File: src/rtl/hff_pkg.sv
package hff_pkg;
  typedef enum logic [1:0] {
    ST_FROZEN = 2'd0,
    ST_RUN    = 2'd1,
    ST_DRAIN  = 2'd2
  } frz_state_e;

  localparam int STAT_W    = 8;
  localparam int STAT_FRZ  = 1;
  localparam int STAT_WOVR = 3;
  localparam int STAT_RUND = 7;

  localparam int MODE_W    = 3;
  localparam int MODE_IRQ  = 0;
  localparam int MODE_DIN  = 1;
  localparam int MODE_DOUT = 2;

  function automatic logic sticky_next(input logic cur, input logic set, input logic clr);
    return set | (cur & ~clr);
  endfunction

  function automatic logic dma_gate(input logic live, input logic en, input logic lvl);
    return live & en & lvl;
  endfunction
endpackage

File: src/rtl/hff_sync.sv
module hff_sync #(
  parameter int N      = 2,
  parameter int STAGES = 2
) (
  input  logic         clk,
  input  logic         rst_n,
  input  logic [N-1:0] async_in,
  output logic [N-1:0] lvl,
  output logic [N-1:0] rise
);
  for (genvar i = 0; i < N; i++) begin : g_bit
    logic [STAGES-1:0] sh;
    logic              prev;
    always_ff @(posedge clk or negedge rst_n) begin
      if (!rst_n) begin
        sh   <= '0;
        prev <= 1'b0;
      end else begin
        sh   <= {sh[STAGES-2:0], async_in[i]};
        prev <= sh[STAGES-1];
      end
    end
    assign lvl[i]  = sh[STAGES-1];
    assign rise[i] = sh[STAGES-1] & ~prev;
  end
endmodule

File: src/rtl/hff_seq.sv
module hff_seq
  import hff_pkg::*;
#(
  parameter int SETTLE_CYC = 24
) (
  input  logic       clk,
  input  logic       rst_n,
  input  logic       soft_rst,
  input  logic       cpu_run,
  input  logic       xfer_busy,
  output frz_state_e state,
  output logic       freeze_enter,
  output logic       run_enter
);
  localparam int CW = $clog2(SETTLE_CYC + 1);
  localparam logic [CW-1:0] CNT_MAX = CW'(SETTLE_CYC);

  logic [CW-1:0] cnt;
  logic          settled;
  frz_state_e    nxt;

  assign settled = (cnt == CNT_MAX);

  always_ff @(posedge clk or negedge rst_n) begin
    if (!rst_n)          cnt <= '0;
    else if (soft_rst)   cnt <= '0;
    else if (!settled)   cnt <= cnt + 1'b1;
  end

  always_comb begin
    nxt = state;
    unique case (state)
      ST_FROZEN: if (settled && cpu_run) nxt = ST_RUN;
      ST_RUN:    if (!cpu_run) nxt = xfer_busy ? ST_DRAIN : ST_FROZEN;
      ST_DRAIN:  if (!xfer_busy) nxt = ST_FROZEN;
      default:   nxt = ST_FROZEN;
    endcase
    if (soft_rst) nxt = ST_FROZEN;
  end

  always_ff @(posedge clk or negedge rst_n) begin
    if (!rst_n) state <= ST_FROZEN;
    else        state <= nxt;
  end

  assign freeze_enter = (state != ST_FROZEN) && (nxt == ST_FROZEN);
  assign run_enter    = (state == ST_FROZEN) && (nxt == ST_RUN);

  AST_SETTLE_GATE: assert property (@(posedge clk) disable iff (!rst_n)
    !settled |-> state == ST_FROZEN);
  AST_NO_CUT_XFER: assert property (@(posedge clk) disable iff (!rst_n)
    (state != ST_FROZEN && xfer_busy && !soft_rst) |=> state != ST_FROZEN);
endmodule

File: src/rtl/hff_stat.sv
module hff_stat
  import hff_pkg::*;
(
  input  logic              clk,
  input  logic              rst_n,
  input  logic              soft_rst,
  input  logic              frozen,
  input  logic              freeze_enter,
  input  logic              run_enter,
  input  logic              rd_start,
  input  logic              wr_start,
  input  logic              stat_rd,
  output logic [STAT_W-1:0] host_stat,
  output logic              irq_pend
);
  logic frz_b, rund_b, wovr_b;
  logic rd_hit, wr_hit;

  assign rd_hit = frozen & rd_start;
  assign wr_hit = frozen & wr_start;

  always_ff @(posedge clk or negedge rst_n) begin
    if (!rst_n) begin
      frz_b <= 1'b1; rund_b <= 1'b0; wovr_b <= 1'b0; irq_pend <= 1'b1;
    end else if (soft_rst) begin
      frz_b <= 1'b1; rund_b <= 1'b0; wovr_b <= 1'b0; irq_pend <= 1'b1;
    end else begin
      if (run_enter)         frz_b <= 1'b0;
      else if (freeze_enter) frz_b <= 1'b1;
      rund_b   <= sticky_next(rund_b, rd_hit, stat_rd);
      wovr_b   <= sticky_next(wovr_b, wr_hit, stat_rd);
      irq_pend <= sticky_next(irq_pend, freeze_enter | rd_hit | wr_hit, stat_rd);
    end
  end

  always_comb begin
    host_stat            = '0;
    host_stat[STAT_FRZ]  = frz_b;
    host_stat[STAT_WOVR] = wovr_b;
    host_stat[STAT_RUND] = rund_b;
  end

  AST_RD_FLAG: assert property (@(posedge clk) disable iff (!rst_n)
    (rd_hit && !soft_rst) |=> host_stat[STAT_RUND]);
  AST_SET_WINS: assert property (@(posedge clk) disable iff (!rst_n)
    (wr_hit && stat_rd && !soft_rst) |=> host_stat[STAT_WOVR] && irq_pend);
  AST_READ_CLEARS: assert property (@(posedge clk) disable iff (!rst_n)
    (stat_rd && !rd_hit && !wr_hit && !freeze_enter && !soft_rst) |=> !irq_pend);
  AST_FRZ_BIT: assert property (@(posedge clk) disable iff (!rst_n)
    (freeze_enter && !soft_rst) |=> host_stat[STAT_FRZ]);
endmodule

File: src/rtl/hff_freeze_ctrl.sv
module hff_freeze_ctrl
  import hff_pkg::*;
#(
  parameter int SETTLE_CYC  = 24,
  parameter int SYNC_STAGES = 2
) (
  input  logic              clk,
  input  logic              rst_n,
  input  logic              soft_rst,
  input  logic              cpu_run,
  input  logic              mode_we,
  input  logic [MODE_W-1:0] mode_wdata,
  input  logic              host_rd_n,
  input  logic              host_wr_n,
  input  logic              host_stat_rd,
  input  logic              fifo_in_room,
  input  logic              fifo_out_avail,
  output logic              dreq_in,
  output logic              dreq_out,
  output logic              host_irq,
  output logic [STAT_W-1:0] host_stat,
  output logic              fifo_host_en,
  output logic              cpu_xfer_live
);
  localparam int RD = 0;
  localparam int WR = 1;

  logic [1:0]        strobe_lvl, strobe_rise;
  logic              xfer_busy, freeze_enter, run_enter, irq_pend, live;
  logic [MODE_W-1:0] mode_q;
  frz_state_e        state;

  hff_sync #(.N(2), .STAGES(SYNC_STAGES)) u_sync (
    .clk(clk), .rst_n(rst_n),
    .async_in({~host_wr_n, ~host_rd_n}),
    .lvl(strobe_lvl), .rise(strobe_rise)
  );

  assign xfer_busy = strobe_lvl[RD] | strobe_lvl[WR];

  hff_seq #(.SETTLE_CYC(SETTLE_CYC)) u_seq (
    .clk(clk), .rst_n(rst_n), .soft_rst(soft_rst), .cpu_run(cpu_run),
    .xfer_busy(xfer_busy), .state(state),
    .freeze_enter(freeze_enter), .run_enter(run_enter)
  );

  assign live = (state != ST_FROZEN);

  hff_stat u_stat (
    .clk(clk), .rst_n(rst_n), .soft_rst(soft_rst), .frozen(!live),
    .freeze_enter(freeze_enter), .run_enter(run_enter),
    .rd_start(strobe_rise[RD]), .wr_start(strobe_rise[WR]),
    .stat_rd(host_stat_rd), .host_stat(host_stat), .irq_pend(irq_pend)
  );

  always_ff @(posedge clk or negedge rst_n) begin
    if (!rst_n)        mode_q <= '0;
    else if (soft_rst) mode_q <= '0;
    else if (mode_we)  mode_q <= mode_wdata;
  end

  assign dreq_in       = dma_gate(live, mode_q[MODE_DIN], fifo_in_room);
  assign dreq_out      = dma_gate(live, mode_q[MODE_DOUT], fifo_out_avail);
  assign host_irq      = irq_pend & mode_q[MODE_IRQ];
  assign fifo_host_en  = live;
  assign cpu_xfer_live = live;

  AST_DMA_QUIET: assert property (@(posedge clk) disable iff (!rst_n)
    (state == ST_FROZEN) |-> (!dreq_in && !dreq_out));
  AST_MODE_CLEARED: assert property (@(posedge clk) disable iff (!rst_n)
    (soft_rst && !mode_we) |=> (!host_irq && !dreq_in && !dreq_out));
endmodule

File: config.mk
export PLATFORM = sky130hd
export DESIGN_NAME = hff_freeze_ctrl
export DESIGN_NICKNAME = d
export VERILOG_FILES = /design/src/rtl/hff_pkg.sv /design/src/rtl/hff_sync.sv /design/src/rtl/hff_seq.sv /design/src/rtl/hff_stat.sv /design/src/rtl/hff_freeze_ctrl.sv
export SDC_FILE = /design/constraint.sdc
export NUM_CORES = 1
export LEC_CHECK = 0
export BUFFER_PORTS_ARGS = -buffer_cell sky130_fd_sc_hd__buf_2
export CAP_MARGIN = 10
export CORE_MARGIN = 5
export CORE_UTILIZATION = 40
export CTS_CLUSTER_DIAMETER = 80
export DETAILED_ROUTE_END_ITERATION = 7
export PLACE_DENSITY = 0.62
export SYNTH_ARGS = -nofsm -noshare
export SYNTH_HDL_FRONTEND = slang
export SYNTH_SLANG_ARGS = --single-unit
File: constraint.sdc
create_clock -name clk -period 2.05 [get_ports clk]
set_input_delay 0.205 -clock clk [delete_from_list [all_inputs] [get_ports clk]]
set_output_delay 0.205 -clock clk [all_outputs]
set_load 0.05 [all_outputs]
# Yosys cells after proc, flatten, opt, wreduce, memory -nomap -nowiden
# Cells that the tools add are included.
[word_totals]
input_bits = 13
word_cells = 65
out_inout_bits = 13
register_bits = 20
[op_classes]
addsub = 1
reduce_logical = 9
bitwise = 23
n_eq_ne = 5
n_mux = 16
[ops]
columns = ["operator", "n"]
rows = [
  ["1-bit AND", 12],
  ["2-bit 2-to-1 mux", 5],
  ["5-bit 2-to-1 mux", 2],
  ["1-bit 2-to-1 mux", 6],
  ["3-bit 2-to-1 mux", 2],
  ["1-bit OR", 6],
  ["2-bit case mux with 3 select lines", 1],
  ["5-bit by 1-bit adder with 5-bit output, second input constant", 1],
  ["5-bit == test, second input constant", 1],
  ["1-bit NOT", 5],
  ["2-bit by 1-bit == test with 1-bit output, second input constant", 2],
  ["2-bit logical NOT", 2],
  ["2-bit nonzero test", 2],
  ["1-bit logical AND", 3],
  ["3-bit nonzero test", 1],
  ["2-bit == test, second input constant", 1],
  ["2-bit != test, second input constant", 1],
  ["1-bit logical NOT", 1],
]

# Longest topological paths before layout
[depth]
word_depth = 11
depth_mapped = 5
depth_no_buf = 5

# Cells and area by module
# Synthesis repeated with hierarchy kept, for this count alone.
[unflattened]
cells_unflattened = 92
area_unflattened_um2 = 974.7
[modules_own_cells]
columns = ["mod", "area_each_um2", "seq_area_each_um2", "n_inst", "cells_per_inst"]
rows = [
  ["hff_seq", 365.4, 175.2, 1, 39],
  ["hff_stat", 250.2, 102.6, 1, 25],
  ["hff_sync", 192.7, 150.1, 1, 10],
  ["hff_freeze_ctrl", 166.4, 75.1, 1, 18],
]

# Worst setup path before layout
# No wires, ideal clock.
[synth_path]
path_type = "register to output"
from = "register u_seq.state[0]"
to = "output port dreq_in"
path_stages_with_launch = 4
slack_ps = 452
arrival_time_ps = 1393
n_path_buf = 0
required_ps = 1845
path_cell_list = "dfrtp_1 > nor2_1 > inv_1 > and3_1"
[synth_via]
elab_chain_len = 3
[synth_rtl]
columns = ["item", "line", "source"]
rows = [
  ["from (decl)", "hff_seq.sv:11", "output frz_state_e state,"],
  ["from (signal assigned)", "hff_seq.sv:43", "else state <= nxt;"],
  ["2-bit nonzero test", "hff_freeze_ctrl.sv:47", "assign live = (state != ST_FROZEN);"],
  ["named net cpu_xfer_live", "hff_freeze_ctrl.sv:23", "output logic cpu_xfer_live"],
  ["1-bit AND (2 in series)", "hff_pkg.sv:23", "return live & en & lvl;"],
  ["to (decl)", "hff_freeze_ctrl.sv:18", "output logic dreq_in,"],
]
# The timed path passes the listed nets, and every way through them passes these cells.

# Worst setup path in the final report
[layout_path]
from = "register u_seq.state[0]"
to = "output port dreq_out"
[layout_via]
elab_chain_len = 3
[layout_rtl]
columns = ["item", "line", "source"]
rows = [
  ["2-bit nonzero test", "hff_freeze_ctrl.sv:47", ""],
  ["1-bit AND (2 in series)", "hff_pkg.sv:23", ""],
  ["to (decl)", "hff_freeze_ctrl.sv:19", "output logic dreq_out,"],
]
# No other way between the ends.

==> metrics <==
outcome complete, no violations; Core ar. 2210 um^2; Congestion Overflow GR 0; Tot GR Track Use 0.105; Hold Path Class primary input to flop; placer congestion estimate 0.732; Worst Path Arrival 1.52 ns; vias in the first global route 592; Hold Worst Slack 0.0314 ns; pin count of the biggest net entering global routing 21; multi-input logic area 344 um^2; DR DRC count 0; register area 503 um^2; Die X 58.1 um; fin crit share 0.843; vias 637; Synth Register Bits 20; Post-Syn Instances 86; Post-Synth XOR/XNOR Area 0.0378; Cell Area, Synth 926 um^2; Finish-stage setup viols 0; num ports 26; Synth Area in Compound Gates 0.0811; Crit path required time 1.85 ns; layout cells sized above 1 0.248; Port Buf Inserts 20; cell with the most instances after synthesis dfrtp_1; Post-Synth Adder-Cell Area 0.0270; Final WS setup 0.322 ns; Post-Synth Simple-Gate Area 0.151; Layout area overhead 12.4%; die area 3380 um^2; pwr dens 678 nW/um^2; Slew Limit Fails 0; # nets final 121; post-route ant nets 0; library cells used by synthesis 28; number of synthesized flops with an enable pin 0; DRT iter0 DRCs 11; largest family of logic cells by synthesized area simple AND/OR/NAND/NOR gates; FILL cells 222; CTS tree yes; post-CTS setup buffers 0; final WL 1.57 mm; Synth area leader dfrtp_1; RSZ-0062 raised after global routing false; Max rail drop VDD 0.343 mV; H-tree Lvls 1; worst clock skew 0.00435 ns; vias per cell 4.79; die height 58.1 um; drt wl/cell 11.8 um; Max Clk Rate 0.579 GHz; total leakage power 0.549 nW; minimum clock period 1.73 ns; Met2 Wirelength 752 um; post-placement setup slack 0.663 ns; Syn. warnings 0; Synth Flop Type dfrtp_1; # clock sinks 20; crit path launch type flop; crit path max fanout 7; maximum root-to-sink buffer count 2; Layout Cells excl Fill 133; post-cts gate resize count 0; Final Power 0.705 mW; max_cap viols 0; Ant. Diodes 0; Worst Path Class, Setup flop to output port; CTS Buf Count 3; synthesized area per cell 10.8 um^2; top sig layer met4; routed wl met3 121 um; Post-synth top cells 18 x dfrtp_1, 14 x nor2_1, 9 x buf_4; initial core utilization 0.419; post-synthesis mux area share 0.0541; initial antenna violation count 0; std cell rows 17; global-route wire length before repair 2.64 mm; Setup crit end kind output port; final hold violations 0; share of Yosys cell area claimed by the top area cell type 0.486; Clk Latency, worst-skew pair 0.29 ns; clock transition at the registers of the reported paths 0.10 ns; DR pass1 iterations 4; Placed Cells 128; Synth area leaders dfrtp_1 49%, buf_4 7.3%, dfstp_2 5.7%; async set-reset flop share out of synthesis 1.00; Met1 Routed Length 675 um; Seq/Total Area, Yosys 0.543; Root Driver clkbuf_4; setup TNS 0 ns
==> worst paths after layout <==
kind / start / endpoint / slack, ns / depth (start not counted)
min in group asynchronous: rst_n / u_seq.cnt[0]$_DFFE_PN0P_ / 0.37 / 2
min reg2reg: u_sync.g_bit[1].sh[0]$_DFF_PN0_ / u_sync.g_bit[1].sh[1]$_DFF_PN0_ / 0.36 / 0
min: host_rd_n / u_sync.g_bit[0].sh[0]$_DFF_PN0_ / 0.03 / 2
max in group asynchronous: rst_n / u_stat.irq_pend$_DFF_PN1_ / 1.35 / 2
max: u_seq.state[0]$_DFF_PN0_ / dreq_out / 0.32 / 4
max reg2reg: u_seq.cnt[0]$_DFFE_PN0P_ / u_seq.state[0]$_DFF_PN0_ / 0.76 / 5
==> state kept, by name (all words and copies together) (netlist names) <==
signal	flops
mode_q	3
u_seq.cnt	5
u_seq.state	2
u_stat.frz_b	1
u_stat.irq_pend	1
u_stat.rund_b	1
u_stat.wovr_b	1
u_sync.g_bit.prev	2
u_sync.g_bit.sh	4
==> per-layer routing <==
metal  up-vias  global-route usage
li1        316                   -
met1       303               0.122
met2        16               0.171
met3         2              0.0445
met4         0              0.0397
met5         -                   0
==> final cells by class <==
type | instances | share of cell area
Clock buffer | 4 | 0.0252
Inverter | 6 | 0.0216
Multi-Input combinational cell | 54 | 0.331
Sequential cell | 20 | 0.483
Tap cell | 28 | 0.0337
Timing Repair Buffer | 21 | 0.106
==> through the flow <==
stage | util | instance area, um^2
finish | 0.471 | 1040
global route | 0.471 | 1040
CTS | 0.471 | 1040
detailed placement | 0.454 | 1000
global placement | 0.454 | 1000
floorplan | - | 941
==> kinds of logic (layout without fill, tap and decap cells) <==
kind of cell    count (synthesis)  in the layout
other cells                     1              5
simple gates                   29             29
flops                          20             20
compound gates                  9              9
fa+ha+maj                       2              2
buf+inv                        16             31
xor+xnor                        4              4
mux                             5              5
==> where the power goes <==
group / switching, mW / total [mW] / internal, mW
Clock: 0.110 / 0.186 / 0.0757
Sequential: 0.0113 / 0.424 / 0.413
Combinational: 0.0655 / 0.0952 / 0.0297
==> repair_timing <==
item                       CTS  global route
setup endpoints to repair    0             0
hold endpoints to repair    18             0
hold buffers                 1             0
==> worst max-delay path: stages (launching register included) <==
cell and delay, ns:
dfrtp_1 0.46, nor2_1 0.25, inv_1 0.12, and3_1 0.19, buf_2 0.20
==> layout by cell type, fill, tap and decap left out, drive strengths merged <==
| cell type | synthesis | routed |
|---|---|---|
| a21oi | 1 | 1 |
| a22oi | 2 | 2 |
| a41oi | 1 | 1 |
| and2 | 1 | 1 |
| and3 | 3 | 3 |
| buf | 9 | 20 |
| clkbuf | 1 | 4 |
| conb | 1 | 5 |
| dfrtp | 18 | 18 |
| dfstp | 2 | 2 |
| dlygate4sd3 | 0 | 1 |
| ha | 2 | 2 |
| inv | 6 | 6 |
| mux2i | 5 | 5 |
| nand2 | 2 | 2 |
| nand2b | 1 | 1 |
| nand3 | 2 | 2 |
| nand4b | 1 | 1 |
| nor2 | 14 | 14 |
| nor2b | 2 | 2 |
| nor3 | 2 | 2 |
| o21a | 1 | 1 |
| o21ai | 1 | 1 |
| o311ai | 1 | 1 |
| o31a | 1 | 1 |
| o41ai | 1 | 1 |
| or4 | 1 | 1 |
| xnor2 | 1 | 1 |
| xor2 | 3 | 3 |
Power figures use the tool's default switching activity.
